===== src/rtl/gpd_pkg.sv =====
package gpd_pkg;
  localparam int ST_W = 3;

  typedef enum logic [ST_W-1:0] {
    ST_IDLE = 3'd0,
    ST_Z    = 3'd1,
    ST_ZO   = 3'd2,
    ST_ZOZ  = 3'd3,
    ST_O    = 3'd4,
    ST_OZ   = 3'd5,
    ST_LOCK = 3'd6
  } gpd_state_e;
endpackage


===== src/rtl/gpd_next_state.sv =====
module gpd_next_state
  import gpd_pkg::*;
(
  input  gpd_state_e cur_i,
  input  logic       take_i,
  input  logic       bit_i,
  output gpd_state_e nxt_o,
  output logic       hit_o
);
  always_comb begin
    nxt_o = cur_i;
    hit_o = 1'b0;
    if (take_i) begin
      unique case (cur_i)
        ST_IDLE: nxt_o = bit_i ? ST_O  : ST_Z;
        ST_Z:    nxt_o = bit_i ? ST_ZO : ST_Z;
        ST_ZO: begin
          nxt_o = bit_i ? ST_O : ST_ZOZ;
          hit_o = ~bit_i;
        end
        ST_ZOZ:  nxt_o = bit_i ? ST_ZO : ST_LOCK;
        ST_O:    nxt_o = bit_i ? ST_O  : ST_OZ;
        ST_OZ:   nxt_o = bit_i ? ST_ZO : ST_LOCK;
        ST_LOCK: nxt_o = ST_LOCK;
        default: nxt_o = ST_IDLE;
      endcase
    end
  end
endmodule


===== src/rtl/gpd_state_reg.sv =====
module gpd_state_reg
  import gpd_pkg::*;
(
  input  logic       clk,
  input  logic       rst,
  input  logic       load_i,
  input  gpd_state_e d_i,
  output gpd_state_e q_o
);
  always_ff @(posedge clk) begin
    if (rst)         q_o <= ST_IDLE;
    else if (load_i) q_o <= d_i;
  end

  AST_RESET_TO_IDLE: assert property (@(posedge clk) rst |=> (q_o == ST_IDLE));
endmodule


===== src/rtl/gpd_detector.sv =====
module gpd_detector
  import gpd_pkg::*;
(
  input  logic clk,
  input  logic rst,
  input  logic in_valid,
  input  logic in_data,
  output logic in_ready,
  output logic det_o
);
  localparam logic [ST_W-1:0] UNUSED_CODE = {ST_W{1'b1}};

  gpd_state_e state_q;
  gpd_state_e state_d;
  logic       accept;
  logic       hit;
  logic [ST_W-1:0] state_code;

  assign in_ready   = ~rst;
  assign accept     = in_valid & in_ready;
  assign state_code = state_q;

  gpd_next_state u_next (
    .cur_i  (state_q),
    .take_i (accept),
    .bit_i  (in_data),
    .nxt_o  (state_d),
    .hit_o  (hit)
  );

  gpd_state_reg u_reg (
    .clk    (clk),
    .rst    (rst),
    .load_i (accept),
    .d_i    (state_d),
    .q_o    (state_q)
  );

  assign det_o = hit;

  AST_LOCK_STICKY:    assert property (@(posedge clk) disable iff (rst) (state_q == ST_LOCK) |=> (state_q == ST_LOCK));
  AST_LOCK_SILENT:    assert property (@(posedge clk) disable iff (rst) (state_q == ST_LOCK) |-> !det_o);
  AST_HOLD_IDLE_BIT:  assert property (@(posedge clk) disable iff (rst) !in_valid |=> $stable(state_q));
  AST_DET_NEEDS_BIT:  assert property (@(posedge clk) disable iff (rst) det_o |-> (in_valid && in_ready));
  AST_DET_OVERLAP:    assert property (@(posedge clk) disable iff (rst) det_o |=> (state_q == ST_ZOZ));
  AST_READY_OUT_RST:  assert property (@(posedge clk) !rst |-> in_ready);
  AST_LEGAL_CODE:     assert property (@(posedge clk) disable iff (rst) state_code != UNUSED_CODE);
endmodule


===== config.mk =====
export PLATFORM = sky130hd
export DESIGN_NAME = gpd_detector
export DESIGN_NICKNAME = d
export VERILOG_FILES = /design/src/rtl/gpd_pkg.sv /design/src/rtl/gpd_next_state.sv /design/src/rtl/gpd_state_reg.sv /design/src/rtl/gpd_detector.sv
export SDC_FILE = /design/constraint.sdc
export NUM_CORES = 1
export LEC_CHECK = 0
export ABC_AREA = 1
export BUFFER_PORTS_ARGS = -buffer_cell sky130_fd_sc_hd__buf_2
export CAP_MARGIN = 10
export CORE_AREA = 2 2 39 41
export CTS_CLUSTER_SIZE = 24
export DETAILED_ROUTE_END_ITERATION = 10
export DIE_AREA = 0 0 41 43
export GPL_TIMING_DRIVEN = 0
export PLACE_DENSITY = 0.33
export SYNTH_ARGS = -nofsm -noshare
export SYNTH_HDL_FRONTEND = slang
export SYNTH_SLANG_ARGS = --single-unit

===== constraint.sdc =====
create_clock -name clk -period 0.8 [get_ports clk]
set_input_delay 0.16 -clock clk [delete_from_list [all_inputs] [get_ports clk]]
set_output_delay 0.16 -clock clk [all_outputs]
set_load 0.02 [all_outputs]

==> results of run 1 <==
area by class of cell:
cell class / instances / area (um^2) / share of cell area, %
clock buffer: 4 / 26.3 / 7.61
inverter: 6 / 23.8 / 6.88
tap: 16 / 20.0 / 5.80
sequential: 3 / 66.3 / 19.2
timing repair buffer: 7 / 46.3 / 13.4
multi-input combinational: 23 / 163 / 47.1
what timing repair did:
item	CTS	global route
pin swaps	2	5
setup buffers	1	1
endpoints found under the setup margin	4	4
cloned	0	0
gates resized for setup	9	5
logic make-up (layout without fill, tap and decap cells):
| family | count (synthesis) | count (layout) | share of synthesized area (%) |
|---|---|---|---|
| buffers and inverters | 6 | 17 | 12.1 |
| and+or+nand+nor | 18 | 18 | 44.6 |
| DFF | 3 | 3 | 30.6 |
| AOI/OAI and AO/OA | 5 | 5 | 12.7 |
where the power goes:
group / leakage [nW] / internal (mW) / switching (mW)
registers: 0.0261 / 0.153 / 0.00809
clock network: 0.0150 / 0.187 / 0.0762
logic: 0.108 / 0.0279 / 0.0473
critical path: stages, from the launching register on:
cell and delay [ns]:
dfxtp_4 0.34, inv_2 0.04, nor4_4 0.24, buf_4 0.17
final timing paths:
path                                to  slack [ns]  depth (start not counted)
max                              det_o       -0.38                          3
min          u_reg.q_o[2]$_SDFFE_PP0P_        0.12                          2
max reg2reg  u_reg.q_o[0]$_SDFFE_PP0P_       -0.19                          5
min reg2reg  u_reg.q_o[2]$_SDFFE_PP0P_        0.47                          2
per-stage QoR:
| stage | setup WS [ns] | cells |
|---|---|---|
| after detailed placement | -0.284 | 53 |
| after CTS | -0.411 | 58 |
| after global placement | -0.267 | 53 |
| after global routing | -0.442 | 59 |
| final | -0.385 | 59 |
| after floorplan | -0.184 | 32 |
placed cells by master (no fill, tap or decap), drive strengths merged:
cell type and n:
nand2 9, buf 7, inv 5, nand3 4, clkbuf 4, nor2 4
a21oi 3, dfxtp 3, o21ai 2, nor4 1, clkinv 1
per-layer routing:
layer	GRT usage [%]	routed length, um	share of wire [%]
met1	8.31	213	41
met3	1.57	25	4.8
met4	8.00	0	0
met5	0	0	0
met2	10.9	281	54
==> run_results.csv, run 1 <==
group,metric,value,unit
worst_setup_path,critPathMaxFanout,2,
layout,num-fill-cells,159,
global_route,overflow,0,
global_route,grt_usage,7.62,%
layout,top_register,"u_reg.q_o",
route,drt_pass1_iterations,1,
global_route,grt_max_degree,8,
layout,design_area,345,um^2
global_route,antenna_found_initial,0,
yosys,synth_edf_count,0,
worst_setup_path,cp-startpoint,"u_reg.q_o[1]$_SDFFE_PP0P_",
yosys,synthCells,32,
floorplanning,dieArea,1760,um^2
floorplanning,start_util,14.2,%
sta,setup_viol,4,
layout,largest_reg_flops,3,
pwr,vdd_drop_max,0.000488,V
yosys,synth_area,196,um^2
status,violations,"negative setup slack",
pwr,total_power,499,uW
sta,tightest_slew,0.197,ns
yosys,synth_warnings,0,
sta,final_max_slew_viol_count,0,
place,hpwl,373,um
yosys,synthArstFlopShare,0,%
place,place_congestion,0.622,
global_route,grt_pass1_wl,883,um
clock_tree,cts_sinks,3,
layout,diodes,0,
sta,timing.hold.ws,0.117,ns
clock_tree,clk_latency,0.23,ns
sta,period_share,148,%
pwr,powerDensity,1450,nW/um^2
route,drc,0,
worst_setup_path,critPathArrivalTime,1.02,ns
yosys,synth.most_common_cell,"nand2_1",
worst_setup_path,start_kind,"flop",
sta,hold_viol,0,
route,drt_wl_total,519,um
yosys,yosysSeqAreaShare,30.6,%
global_route,grt_pass1_vias,238,
clock_tree,clk_pin_slew_worst_paths,0.04,ns
status,status,"finished, violations left",
layout,post-route-util,25.0,%
pwr,leakagePower,0.149,nW
clock_tree,tritoncts,"built",
layout,drive_gt1_share,69.8,%
clock_tree,cts_hold_buf,0,
layout,top_regs,"u_reg.q_o x3",
floorplanning,die-width,41,um
yosys,synthesis.nets,36,
place,portBuffers,5,
sta,fmax,0.844,GHz
route,viasPerCell,3.76,
worst_setup_path,required,0.64,ns
yosys,synth_seq_cells,3,
sta,slew_headroom,86.8,%
clock_tree,numCtsBuffers,3,
yosys,synth_largest_area_cell,"dfxtp_1",
worst_setup_path,end_kind,"output pin",
layout,nets,48,
worst_setup_path,worstSetupPathType,"reg2out",
sta,tns,-0.812,ns
worst_setup_path,timing.rr.start,"u_reg.q_o[1]$_SDFFE_PP0P_",
sta,layout_min_cycle_time,1.18,ns
clock_tree,cts.path.max_buffers,2,
route,vias,222,
route,wl_per_cell,8.80,um
sta,skew,0.000668,ns
layout,syn_to_final_growth,75.8,%
yosys,synthTopCellsByArea,"dfxtp_1, nand2_1, nand3_1",
floorplanning,io-pin-count,6,
yosys,netlist.area_leader.share,30.6,%
worst_hold_path,hp-class,"in2reg",
worst_hold_path,min_from,"rst",
route,drtIter0Drc,0,
yosys,ys_types,13,
sta,setup_ws,-0.385,ns
floorplanning,core,1380,um^2
place,placed_cell_area,262,um^2
sta,rsz0062_at_grt,"yes",
clock_tree,cts-root-buf,"clkbuf_4",
yosys,synth_flop_cell,"dfxtp_1",
floorplanning,dieHeight,43,um
flow_run,cap_violations,0,
yosys,syn_avg_cell_area,6.14,um^2
yosys,synth_commonest_cells,"nand2_1, nand3_1",
route,ant_nets,0,
floorplanning,core.rowCount,14,
clock_tree,htree_levels,1,
(Power assumes the default switching activity.)
==> inputs of run 2 (changes only) <==
--- a/config.mk
+++ b/config.mk
@@ -13,7 +13,8 @@
 export DETAILED_ROUTE_END_ITERATION = 10
 export DIE_AREA = 0 0 41 43
 export GPL_TIMING_DRIVEN = 0
-export PLACE_DENSITY = 0.33
+export MAX_ROUTING_LAYER = met4
+export REMOVE_ABC_BUFFERS = 1
 export SYNTH_ARGS = -nofsm -noshare
 export SYNTH_HDL_FRONTEND = slang
 export SYNTH_SLANG_ARGS = --single-unit
==> run_results.csv, run 2 (synthesized netlist as in run 1, its figures left out) <==
group,metric,value,unit
status,status,"finished, violations left",
status,violations,"negative setup slack",
sta,setup_ws,-0.408,ns
pwr,vdd_drop_max,0.000634,V
layout,design_area,357,um^2
flow_run,cap_violations,0,
clock_tree,clk_pin_slew_worst_paths,0.04,ns
worst_setup_path,required,0.64,ns
global_route,grt_max_degree,8,
floorplanning,dieArea,1760,um^2
layout,top_register,"u_reg.q_o",
place,place_inst,53,
worst_setup_path,rrSetupSlack,-0.15,ns
worst_setup_path,cp-startpoint,"u_reg.q_o[1]$_SDFFE_PP0P_",
global_route,grt_pass1_wl,938,um
sta,skew,0.00664,ns
floorplanning,start_util,14.2,%
route,wl_per_cell,9.56,um
place,portBuffers,5,
sta,rsz0062_at_grt,"yes",
layout,post-route-util,25.8,%
global_route,overflow,0,
clock_tree,cts.path.max_buffers,2,
layout,syn_to_final_growth,81.5,%
sta,setup_viol,4,
worst_setup_path,reg2reg_to,"u_reg.q_o[0]$_SDFFE_PP0P_",
worst_setup_path,worstSetupPathType,"reg2out",
layout,layout_common_cells,"nand2_1, inv_2, nand3_2, buf_2, clkbuf_4",
pwr,leakagePower,0.148,nW
floorplanning,die-width,41,um
layout,final_common_cell,"nand2_1",
sta,fmax,0.828,GHz
sta,hold_viol,0,
global_route,antenna_found_initial,0,
layout,fin_cells,59,
place,place_congestion,0.775,
pwr,powerDensity,1420,nW/um^2
clock_tree,clk_latency,0.24,ns
worst_setup_path,critPathMaxFanout,2,
worst_setup_path,worstRegToRegCells,5,
place,hpwl,350,um
route,drt_pass1_iterations,2,
layout,largest_reg_flops,3,
sta,period_share,151,%
route,vias,236,
global_route,grt_usage,8.42,%
floorplanning,io-pin-count,6,
route,ant_nets,0,
worst_setup_path,critPathArrivalTime,1.05,ns
global_route,grt_pass1_vias,256,
sta,tightest_slew,0.186,ns
worst_setup_path,start_kind,"flop",
place,placed_cell_area,241,um^2
clock_tree,numCtsBuffers,3,
pwr,total_power,506,uW
worst_setup_path,end_kind,"output pin",
layout,diodes,0,
layout,top_regs,"u_reg.q_o x3",
route,drc,0,
place,pre_cts_slack,-0.284,ns
clock_tree,cts_sinks,3,
route,drtIter0Drc,5,
clock_tree,tritoncts,"built",
route,viasPerCell,4.00,
worst_hold_path,hp-class,"in2reg",
worst_setup_path,cp-endpoint,"det_o",
sta,final_max_slew_viol_count,0,
floorplanning,core.rowCount,14,
layout,drive_gt1_share,72.1,%
worst_setup_path,timing.rr.start,"u_reg.q_o[1]$_SDFFE_PP0P_",
clock_tree,cts_hold_buf,0,
floorplanning,dieHeight,43,um
route,drt_wl_total,564,um
clock_tree,htree_levels,1,
layout,num-fill-cells,150,
sta,slew_headroom,87.5,%
layout,nets,48,
floorplanning,core,1380,um^2
sta,layout_min_cycle_time,1.21,ns
clock_tree,cts-root-buf,"clkbuf_4",
## run 2: cell counts in the layout (fill, tap and decap cells not counted)
No cell type changed its count.
## run 2: how the worst min path moves through the flow
stage	start	end	cells after the start
3_5_place_dp	rst	u_reg.q_o[0]$_SDFFE_PP0P_	2
3_3_place_gp	rst	u_reg.q_o[0]$_SDFFE_PP0P_	2
2_1_floorplan	rst	u_reg.q_o[0]$_SDFFE_PP0P_	1
5_1_grt	rst	u_reg.q_o[0]$_SDFFE_PP0P_	2
6_report	rst	u_reg.q_o[0]$_SDFFE_PP0P_	2
4_1_cts	rst	u_reg.q_o[0]$_SDFFE_PP0P_	2
## run 2: layer usage
metal  up-vias  routed length (um)  global-route usage [%]
met1       105                 258                    8.31
met2         5                 269                    11.6
met5         -                   0                       -
li1        126                   -                       -
met3         0                  36                    3.66
met4         0                   0                    8.00
## run 2: area by class of cell
| class | instances | area (um^2) | share of cell area [%] |
|---|---|---|---|
| Clock buffer | 4 | 26.3 | 7.37 |
| Multi-Input combinational cell | 23 | 171 | 48.1 |
| Sequential cell | 3 | 68.8 | 19.3 |
| Timing Repair Buffer | 7 | 46.3 | 13.0 |
| Tap cell | 16 | 20.0 | 5.61 |
| Inverter | 6 | 23.8 | 6.67 |
## run 2: power by group
group	switching, mW	leakage (nW)	internal [mW]	total, mW
clock network	0.0818	0.0150	0.187	0.269
registers	0.00858	0.0264	0.151	0.159
logic	0.0508	0.107	0.0269	0.0776
total	0.141	0.148	0.365	0.506
## run 2: worst max-delay path, cell delays in order, from the launching register on
cell and delay, ns:
dfxtp_4 0.34, inv_2 0.04, nor4_4 0.25, buf_4 0.18
## run 2: per-stage QoR
step | TNS, ns | hold slack [ns]
after floorplan | -0.528 | 0.229
after global placement | -0.450 | 0.360
after detailed placement | -0.500 | 0.362
after CTS | -0.604 | 0.0963
after global routing | -0.948 | 0.125
final | -0.799 | 0.123
## run 2: timing repair
item / in CTS / in global routing
setup endpoints to repair: 4 / 4
gates resized for setup: 11 / 9
pin swaps: 2 / 3
buffers inserted: 1 / 1
